===== src/rtl/cab_pkg.sv =====
package cab_pkg;
  typedef enum logic [1:0] {
    SZ_BYTE = 2'b00,
    SZ_HALF = 2'b01,
    SZ_WORD = 2'b10,
    SZ_BAD  = 2'b11
  } size_e;

  typedef enum logic [2:0] {
    ST_IDLE  = 3'd0,
    ST_ADDR1 = 3'd1,
    ST_RD    = 3'd2,
    ST_ADDR2 = 3'd3,
    ST_WR    = 3'd4
  } state_e;
endpackage


===== src/rtl/cab_check.sv =====
module cab_check #(
  parameter int OFF_W = 9
) (
  input  cab_pkg::size_e    size,
  input  logic [OFF_W-1:0]  off,
  output logic              bad
);
  import cab_pkg::*;
  localparam logic [OFF_W-1:0] LIM_B = OFF_W'(255);
  localparam logic [OFF_W-1:0] LIM_H = OFF_W'(254);
  localparam logic [OFF_W-1:0] LIM_W = OFF_W'(252);

  always_comb begin
    unique case (size)
      SZ_BYTE: bad = (off > LIM_B);
      SZ_HALF: bad = (off > LIM_H) || (off[1:0] == 2'b11);
      SZ_WORD: bad = (off > LIM_W) || (off[1:0] != 2'b00);
      default: bad = 1'b1;
    endcase
  end
endmodule


===== src/rtl/cab_lanes.sv =====
module cab_lanes #(
  parameter int DW = 32
) (
  input  cab_pkg::size_e  size,
  input  logic [1:0]      lane,
  input  logic [DW-1:0]   word_in,
  input  logic [DW-1:0]   wdata,
  output logic [DW-1:0]   rd_val,
  output logic [DW-1:0]   merged
);
  import cab_pkg::*;
  localparam int SH_W = $clog2(DW);

  logic [SH_W-1:0] sh;
  logic [DW-1:0]   keep_mask;
  logic [DW-1:0]   shifted;
  logic [DW-1:0]   lane_mask;

  assign sh = SH_W'({lane, 3'b000});

  always_comb begin
    unique case (size)
      SZ_BYTE: keep_mask = DW'(32'h0000_00FF);
      SZ_HALF: keep_mask = DW'(32'h0000_FFFF);
      default: keep_mask = '1;
    endcase
  end

  assign shifted   = word_in >> sh;
  assign rd_val    = shifted & keep_mask;
  assign lane_mask = keep_mask << sh;
  assign merged    = (size == SZ_WORD) ? wdata
                   : ((word_in & ~lane_mask) | ((wdata & keep_mask) << sh));

  always_comb begin
    if (size == SZ_BYTE || size == SZ_HALF)
      AST_LANE_KEEP: assert (((merged ^ word_in) & ~lane_mask) == '0);
  end
endmodule


===== src/rtl/cab_addr_fmt.sv =====
module cab_addr_fmt #(
  parameter int BUS_W = 8,
  parameter int DEV_W = 5,
  parameter int FN_W  = 3
) (
  input  logic [BUS_W-1:0] bus,
  input  logic [DEV_W-1:0] dev,
  input  logic [FN_W-1:0]  fn,
  input  logic [7:0]       off,
  output logic [31:0]      word
);
  localparam int PAD_W = 23 - BUS_W - DEV_W - FN_W;

  assign word = {1'b1, {PAD_W{1'b0}}, bus, dev, fn, off[7:2], 2'b00};
endmodule


===== src/rtl/cfg_access_bridge.sv =====
module cfg_access_bridge #(
  parameter int BUS_W = 8,
  parameter int DEV_W = 5,
  parameter int FN_W  = 3,
  parameter int OFF_W = 9,
  parameter int DW    = 32
) (
  input  logic             clk,
  input  logic             rst,
  input  logic             req_valid,
  input  logic             req_write,
  input  logic [1:0]       req_size,
  input  logic [BUS_W-1:0] req_bus,
  input  logic [DEV_W-1:0] req_dev,
  input  logic [FN_W-1:0]  req_fn,
  input  logic [OFF_W-1:0] req_off,
  input  logic [DW-1:0]    req_wdata,
  output logic             busy,
  output logic             done,
  output logic             err,
  output logic [DW-1:0]    rdata,
  output logic             port_req,
  output logic             port_sel,
  output logic             port_we,
  output logic [DW-1:0]    port_wdata,
  input  logic             port_ack,
  input  logic [DW-1:0]    port_rdata
);
  import cab_pkg::*;

  state_e        state;
  size_e         size_q;
  logic [1:0]    lane_q;
  logic          wr_q;
  logic [DW-1:0] wdata_q;
  logic [31:0]   aw_q;
  logic [DW-1:0] wbuf_q;
  logic [DW-1:0] rdata_q;
  logic          busy_q, done_q, err_q;
  logic          addr_fresh;

  logic          req_bad;
  logic [31:0]   aw_new;
  logic [DW-1:0] rd_val, merged;
  logic          xfer;

  cab_check #(.OFF_W(OFF_W)) u_check (
    .size (size_e'(req_size)),
    .off  (req_off),
    .bad  (req_bad)
  );

  cab_addr_fmt #(.BUS_W(BUS_W), .DEV_W(DEV_W), .FN_W(FN_W)) u_fmt (
    .bus  (req_bus),
    .dev  (req_dev),
    .fn   (req_fn),
    .off  (req_off[7:0]),
    .word (aw_new)
  );

  cab_lanes #(.DW(DW)) u_lanes (
    .size    (size_q),
    .lane    (lane_q),
    .word_in (port_rdata),
    .wdata   (wdata_q),
    .rd_val  (rd_val),
    .merged  (merged)
  );

  assign xfer = port_req && port_ack;

  always_ff @(posedge clk) begin
    if (rst) begin
      state   <= ST_IDLE;
      size_q  <= SZ_BYTE;
      lane_q  <= '0;
      wr_q    <= 1'b0;
      wdata_q <= '0;
      aw_q    <= '0;
      wbuf_q  <= '0;
      rdata_q <= '0;
      busy_q  <= 1'b0;
      done_q  <= 1'b0;
      err_q   <= 1'b0;
    end else begin
      done_q <= 1'b0;
      unique case (state)
        ST_IDLE: begin
          if (req_valid) begin
            if (req_bad) begin
              done_q  <= 1'b1;
              err_q   <= 1'b1;
              rdata_q <= '0;
            end else begin
              busy_q  <= 1'b1;
              size_q  <= size_e'(req_size);
              lane_q  <= req_off[1:0];
              wr_q    <= req_write;
              wdata_q <= req_wdata;
              wbuf_q  <= req_wdata;
              aw_q    <= aw_new;
              state   <= (req_write && size_e'(req_size) == SZ_WORD) ? ST_ADDR2 : ST_ADDR1;
            end
          end
        end
        ST_ADDR1: if (port_ack) state <= ST_RD;
        ST_RD: begin
          if (port_ack) begin
            if (wr_q) begin
              wbuf_q <= merged;
              state  <= ST_ADDR2;
            end else begin
              rdata_q <= rd_val;
              err_q   <= 1'b0;
              done_q  <= 1'b1;
              busy_q  <= 1'b0;
              state   <= ST_IDLE;
            end
          end
        end
        ST_ADDR2: if (port_ack) state <= ST_WR;
        ST_WR: begin
          if (port_ack) begin
            rdata_q <= '0;
            err_q   <= 1'b0;
            done_q  <= 1'b1;
            busy_q  <= 1'b0;
            state   <= ST_IDLE;
          end
        end
        default: state <= ST_IDLE;
      endcase
    end
  end

  // Tracks that an address write has completed within the current request.
  always_ff @(posedge clk) begin
    if (rst)                     addr_fresh <= 1'b0;
    else if (done_q)             addr_fresh <= 1'b0;
    else if (xfer && !port_sel)  addr_fresh <= 1'b1;
  end

  assign port_req   = (state != ST_IDLE);
  assign port_sel   = (state == ST_RD) || (state == ST_WR);
  assign port_we    = (state != ST_RD);
  assign port_wdata = port_sel ? wbuf_q : aw_q;

  assign busy  = busy_q;
  assign done  = done_q;
  assign err   = err_q;
  assign rdata = rdata_q;

  AST_ADDR_FORM: assert property (@(posedge clk) disable iff (rst)
    (port_req && !port_sel) |-> (port_we && port_wdata[31] && port_wdata[1:0] == 2'b00));
  AST_DATA_AFTER_ADDR: assert property (@(posedge clk) disable iff (rst)
    (xfer && port_sel) |-> addr_fresh);
  AST_ERR_NO_BUSY: assert property (@(posedge clk) disable iff (rst)
    (done && err) |-> !$past(busy));
  AST_DONE_IDLE: assert property (@(posedge clk) disable iff (rst)
    done |-> (!busy && !port_req));
  AST_PORT_HOLD: assert property (@(posedge clk) disable iff (rst)
    (port_req && !port_ack) |=> (port_req && $stable(port_sel) && $stable(port_we) && $stable(port_wdata)));
endmodule


===== config.mk =====
export PLATFORM = sky130hd
export DESIGN_NAME = cfg_access_bridge
export DESIGN_NICKNAME = d
export VERILOG_FILES = /design/src/rtl/cab_pkg.sv /design/src/rtl/cab_check.sv /design/src/rtl/cab_lanes.sv /design/src/rtl/cab_addr_fmt.sv /design/src/rtl/cfg_access_bridge.sv
export SDC_FILE = /design/constraint.sdc
export NUM_CORES = 1
export LEC_CHECK = 0
export ABC_AREA = 1
export BUFFER_PORTS_ARGS = -buffer_cell sky130_fd_sc_hd__buf_2
export CORE_MARGIN = 2
export CORE_UTILIZATION = 40
export CTS_CLUSTER_DIAMETER = 40
export CTS_CLUSTER_SIZE = 8
export DETAILED_ROUTE_END_ITERATION = 7
export GPL_TIMING_DRIVEN = 0
export PLACE_DENSITY = 0.61
export SYNTH_ARGS = -nofsm -noshare
export SYNTH_HDL_FRONTEND = slang
export SYNTH_SLANG_ARGS = --single-unit

===== constraint.sdc =====
create_clock -name clk -period 2.1 [get_ports clk]
set_input_delay 0.105 -clock clk [delete_from_list [all_inputs] [get_ports clk]]
set_output_delay 0.105 -clock clk [all_outputs]
set_load 0.1 [all_outputs]

# After elaboration in Yosys (flattened, before gate mapping)
# Cells that the tools add are included.
dict set report word_totals {
  ff_bits 130
  latchBits 0
  mem_bits_rw 0
  mem_bits_ro 0
  out_inout_bits 70
  word_cells 97
  n_memories 0
}
dict set report op_classes {
  addsub 0
  n_mul 0
  n_div 0
  n_lt_le_gt_ge 3
  eq_ne 19
  shift 3
  mux 39
  n_bitwise 6
  n_reduce_logical 16
}
# operator count
set ops {}
lappend ops {{32-bit two-way mux} 11}
lappend ops {{32-bit one-hot mux with 2 select lines} 2}
lappend ops {{32-bit AND} 3}
lappend ops {{32-bit one-hot mux with 3 select lines} 1}
lappend ops {{32-bit by 5-bit left shift with 32-bit output} 2}
lappend ops {{32-bit inverter} 1}
lappend ops {{32-bit bitwise OR} 1}
lappend ops {{32-bit by 5-bit >> shifter with 32-bit output} 1}
lappend ops {{9-bit by 8-bit greater-than comparator with 1-bit output (second input constant)} 3}
lappend ops {{3-bit two-way mux} 6}
lappend ops {{2-bit != test (second input constant)} 9}
lappend ops {{6-bit AND reduction} 3}
lappend ops {{3-bit one-hot mux with 5 select lines} 1}
lappend ops {{1-bit two-way mux} 12}
lappend ops {{1-bit one-hot mux with 3 select lines} 4}
lappend ops {{2-bit equality test (second input constant)} 3}
lappend ops {{3-bit by 2-bit equality test with 1-bit output (second input constant)} 2}
lappend ops {{3-bit nonzero test} 2}
lappend ops {{5-bit AND reduction} 1}
lappend ops {{2-bit by 1-bit equality test with 1-bit output (second input constant)} 2}
lappend ops {{2-bit logical NOT} 2}
lappend ops {{2-bit two-way mux} 2}
lappend ops {{2-bit nonzero test} 2}
lappend ops {{3-bit by 1-bit equality test with 1-bit output (second input constant)} 1}
lappend ops {{7 further kinds} 9}

# Logic depth before layout (Yosys ltp)
dict set report depth {
  word_depth 10
  mapped_depth 12
  mapped_depth_nobuf 10
}

# Modules after synthesis
# Synthesis repeated with hierarchy kept, for this count alone.
dict set report unflattened {
  cells_unflattened 1370
  hier_area_um2 8403.1
}
# module instances cells_per_inst area_each_um2 seq_area_each_um2
set by_module_without_submodules {}
lappend by_module_without_submodules {cfg_access_bridge 1 957 6421.2 2782.7}
lappend by_module_without_submodules {cab_lanes 1 372 1705.4 0.0}
lappend by_module_without_submodules {cab_addr_fmt 1 34 247.7 0.0}
lappend by_module_without_submodules {cab_check 1 7 28.8 0.0}

# Least setup slack after synthesis
# Ideal clock, no wire load.
dict set report synth_timing {
  path_type {reg2out}
  from {register state[1]}
  to {output port_wdata[2]}
  t_arrival_ns 3.560
  required_time_ns 1.995
  slack_ns -1.565
  path_stages_with_launch 7
  path_buffers 1
  cell_sequence {dfxtp_1 nor2_4 nand2_1 nand2_2 inv_2 clkbuf_1 o21ai_0}
}
dict set report synth_via {
  elab_chain_cells 3
  word_cells_on_any_way 4
}
# element line
set synth_lines {}
lappend synth_lines {{start, declared} cfg_access_bridge.sv:31} ;# state_e state;
lappend synth_lines {{start signal, assigned} cfg_access_bridge.sv:102} ;# state <= (req_write && size_e'(req_size) == SZ_WORD) ? ST_ADDR2 : ST_ADDR1;
lappend synth_lines {{3-bit by 2-bit equality test with 1-bit output / 3-bit equality test (equally long branches)} cfg_access_bridge.sv:144} ;# assign port_sel = (state == ST_RD) || (state == ST_WR);
lappend synth_lines {{1-bit logical OR *} cfg_access_bridge.sv:144}
lappend synth_lines {{named net port_sel} cfg_access_bridge.sv:23} ;# output logic port_sel,
lappend synth_lines {{32-bit two-way mux *} cfg_access_bridge.sv:146} ;# assign port_wdata = port_sel ? wbuf_q : aw_q;
lappend synth_lines {{end, declared} cfg_access_bridge.sv:25} ;# output logic [DW-1:0] port_wdata,
# The timed path passes the listed nets; every way through them passes the cells marked *.

# Worst setup path in the final report
dict set report layout_timing {
  from {register state[1]}
  to {output port_wdata[16]}
}
dict set report layout_via {
  elab_chain_cells 3
  word_cells_on_any_way 4
}
# element line
set layout_lines {}
lappend layout_lines {{3-bit by 2-bit equality test with 1-bit output / 3-bit equality test (equally long branches)} cfg_access_bridge.sv:144}
lappend layout_lines {{1-bit logical OR *} cfg_access_bridge.sv:144}
lappend layout_lines {{32-bit two-way mux *} cfg_access_bridge.sv:146}
# Mark *: on every way between the ends. The rest lies on a longest branch, timed or not.

==> impl_metrics.ini <==
[status]
status = complete, no violations

[yosys]
post_synth_inst_count = 1272
yosysWarningCount = 0
post_synth_instance_area_sq_um = 7610
combinational_family_with_the_most_area_after_synthesis = simple AND/OR/NAND/NOR gates
synthMuxAreaShare = 0
synth_seq_cells = 130
synth-simple-area-share = 0.440
synth_cell_type_count = 26
synth_nets = 1368
yosysSeqAreaShare = 0.342
synthesized_area_fraction_occupied_by_ao_oa_aoi_and_oai_cells = 0.118
syn_area_per_cell_sq_um = 5.98
synth-adder-area-share = 0
post_synth_xor_area_fraction = 0

[worst_setup_path]
crit_buf_inv = 3
crit_type = reg -> out
largest_driver_fanout_on_the_critical_path = 10
critical_path.reg2reg.endpoint = rdata[7]$_SDFFE_PP0P_
worstPathArrival_ns = 1.92
worst_path_max_delay_cell = sky130_fd_sc_hd__dfxtp_2
worst_setup_path_end_kind = primary output
r2r_start = state[2]$_SDFFE_PP0P_
r2r_slack_ns = 0.17
worstSetupStartpointType = flop
rr_worst_depth = 8
critical_path.cell_chain = nor2_4 -> nand2_1 -> nand2_4 -> inv_4 -> clkbuf_4 -> o21ai_2 -> buf_6
cpLargestDelayFamily = buffers and inverters
cp_data_required_time_ns = 2.00
path_depth = 7
critPathMaxStageDelay_ns = 0.36

[power]
p_comb_frac = 0.572
switching_power_w = 0.00794
power.internal_w = 0.00699
sequentialPowerShare = 0.218
ir_worst_vdd_uv = 1220
p_sw_frac = 0.532
clockPowerShare = 0.209
leakage_nw = 4.96
power.density_nw_per_um2 = 1450

[timing]
timing.final.crit_period_ns = 2.02
fin_worst_skew_ns = 0.0115
slew_headroom = 0.439
tightest_slew_ns = 0.842
max_freq_mhz = 494
holdWs_ns = 0.0129
setup_ws_final_ns = 0.0756
timing.final.hold_violations = 0
setup_viol = 0
rsz0062_at_grt = yes
tns_ns = 0
fin_crit_sh = 0.964
final-max-slew-violation-count = 0

[floorplanning]
die_span_y_um = 142
die-area_sq_um = 20100
die_x_um = 142
placeableCoreArea_sq_um = 18700
num_rows = 50
initial_core_util = 0.407
io_pins = 166

[drt]
routed_wl_um = 30600
routed-via-count = 9017
drtIter0Drc = 655
wl_per_cell_um = 17.4
drt-pass1-iter-count = 5
detail_route.drc_violations = 0
antenna_violating_nets_post_route = 0
post_dr_vias_cell = 5.12

[finish]
finish.net_count = 1609
multi_input_gate_area_in_the_final_layout_sq_um = 4370
layout.cell_area.non_filler_sq_um = 10300
layout.area.seq_sq_um = 2610
n_fill_cell = 1899
post_route_cells_drive_above_1_share = 0.197
area_delta_synth_final_pct = 35.7
antenna-diode-count = 0

[placement]
hpwl_dp_um = 23200
gp_routability_congestion = 0.964
placedInstanceArea_sq_um = 8840
place_ws_ns = -0.352
placement.io_buffers = 164

[cts]
worst_setup_hold_path_clk_slew_ns = 0.06
htree_num_levels = 4
cts.path.max_buffers = 2
cts_buffers = 17
numClockSinks = 130
clockRootBuffer = sky130_fd_sc_hd__clkbuf_16
cts_tree = done
clk-insertion-delay-late_ns = 0.43

[grt]
number_of_global_route_vias_before_repair = 8425
grt_start_max_net_pins = 17
grt_total_ovfl = 0
grt_first_pass_wirelength_um = 46600
antenna_found_initial = 0
grtUsageTotal = 0.303

[min_path]
capture_endpoint_of_the_worst_hold_path = size_q[1]$_SDFFE_PP0P_
worst_hold_startpoint = req_size[1]
hold_path_depth = 3
hold_path.class = in -> reg

[job]
count_of_max_cap_constraint_violations = 0
## sequential cells by signal, indices dropped and copies added (netlist names)
register,cells
aw_q,23
busy,1
done,1
err,1
lane_q,2
rdata,32
size_q,2
state,3
wbuf_q,32
wdata_q,32
wr_q,1
## layout make-up
type / instances / share of cell area
Inverter: 97 / 0.0355
Sequential cell: 130 / 0.252
Clock inverter: 14 / 0.0173
Clock buffer: 18 / 0.0416
Timing Repair Buffer: 222 / 0.159
Tap cell: 234 / 0.0284
Multi-Input combinational cell: 957 / 0.424
Buffer: 88 / 0.0419
## synth_stat cells, drive strengths merged
cell,instances,share of area
inv,97,0.048
clkbuf,41,0.020
nand3,116,0.079
nor2,226,0.11
o21ai,76,0.050
o2111ai,2,0.0023
nand3b,29,0.029
nand2,369,0.19
nand4,27,0.022
o211a,1,0.0013
nor3,14,0.0099
o21a,1,0.00099
buf,47,0.032
a21oi,96,0.063
dfxtp,130,0.34
## worst register-to-register path, cell delays in order (launching register included)
cell and delay (ns):
sky130_fd_sc_hd__dfxtp_2 0.35, sky130_fd_sc_hd__inv_2 0.13, sky130_fd_sc_hd__nand3_4 0.14, sky130_fd_sc_hd__inv_2 0.18, sky130_fd_sc_hd__clkbuf_1 0.41, sky130_fd_sc_hd__o21ai_0 0.26, sky130_fd_sc_hd__nor3_1 0.25, sky130_fd_sc_hd__nor2_1 0.08
sky130_fd_sc_hd__nor2_1 0.09
## stage by stage
step	total power, W	utilization	instances
after detailed placement	0.0114	0.473	1670
after global routing	0.0158	0.552	1760
after global placement	0.0114	0.473	1670
final	0.0149	0.552	1760
after floorplan	0.00960	-	1272
after CTS	0.0149	0.547	1760
## power by group through the flow
stage / sequential (W) / clock (W) / combinational (W)
detailed placement: 0.00330 / 0 / 0.00811
floorplan: 0.00507 / 0 / 0.00453
CTS: 0.00326 / 0.00316 / 0.00844
global placement: 0.00330 / 0 / 0.00807
global route: 0.00333 / 0.00327 / 0.00919
finish: 0.00326 / 0.00312 / 0.00855
## per-layer routing
metal	track usage	wire, um	part of all wire
met1	0.403	13800	0.45
met2	0.495	14000	0.46
met3	0.0479	1760	0.058
met4	0.119	988	0.032
met5	0	0	0
## repair_timing
| item | in CTS | in global routing |
|---|---|---|
| hold buffers | 56 | 0 |
| pin swaps | 1 | 0 |
| hold endpoints to repair | 56 | 0 |
| endpoints found under the setup margin | 32 | 27 |
| gates resized for setup | 69 | 27 |
| buffers inserted | 2 | 0 |
## cells in the final DEF, fill, tap and decap left out, drive strengths merged, types with 2 or more instances in the layout
cell / count
o2111ai: 2
clkinvlp: 3
nor3: 14
nand3: 116
dfxtp: 130
a21oi: 96
bufinv: 3
clkinv: 5
nand3b: 29
o21ai: 76
dlygate4sd3: 56
inv: 100
nand4: 27
buf: 214
nand2: 369
nor2: 226
clkbuf: 58
## logic make-up after synthesis
| group | count (synthesis) |
|---|---|
| simple gates | 781 |
| buf+inv | 185 |
| flops | 130 |
| compound gates | 176 |
## how the worst max path moves through the flow
stage,startpoint,to
finish,state[1]$_SDFFE_PP0P_,port_wdata[16]
global placement,state[2]$_SDFFE_PP0P_,port_wdata[23]
global route,state[1]$_SDFFE_PP0P_,port_wdata[18]
floorplan,state[1]$_SDFFE_PP0P_,port_wdata[10]
detailed placement,state[2]$_SDFFE_PP0P_,port_wdata[23]
CTS,state[2]$_SDFFE_PP0P_,port_wdata[8]
(Power assumes the default switching activity.)
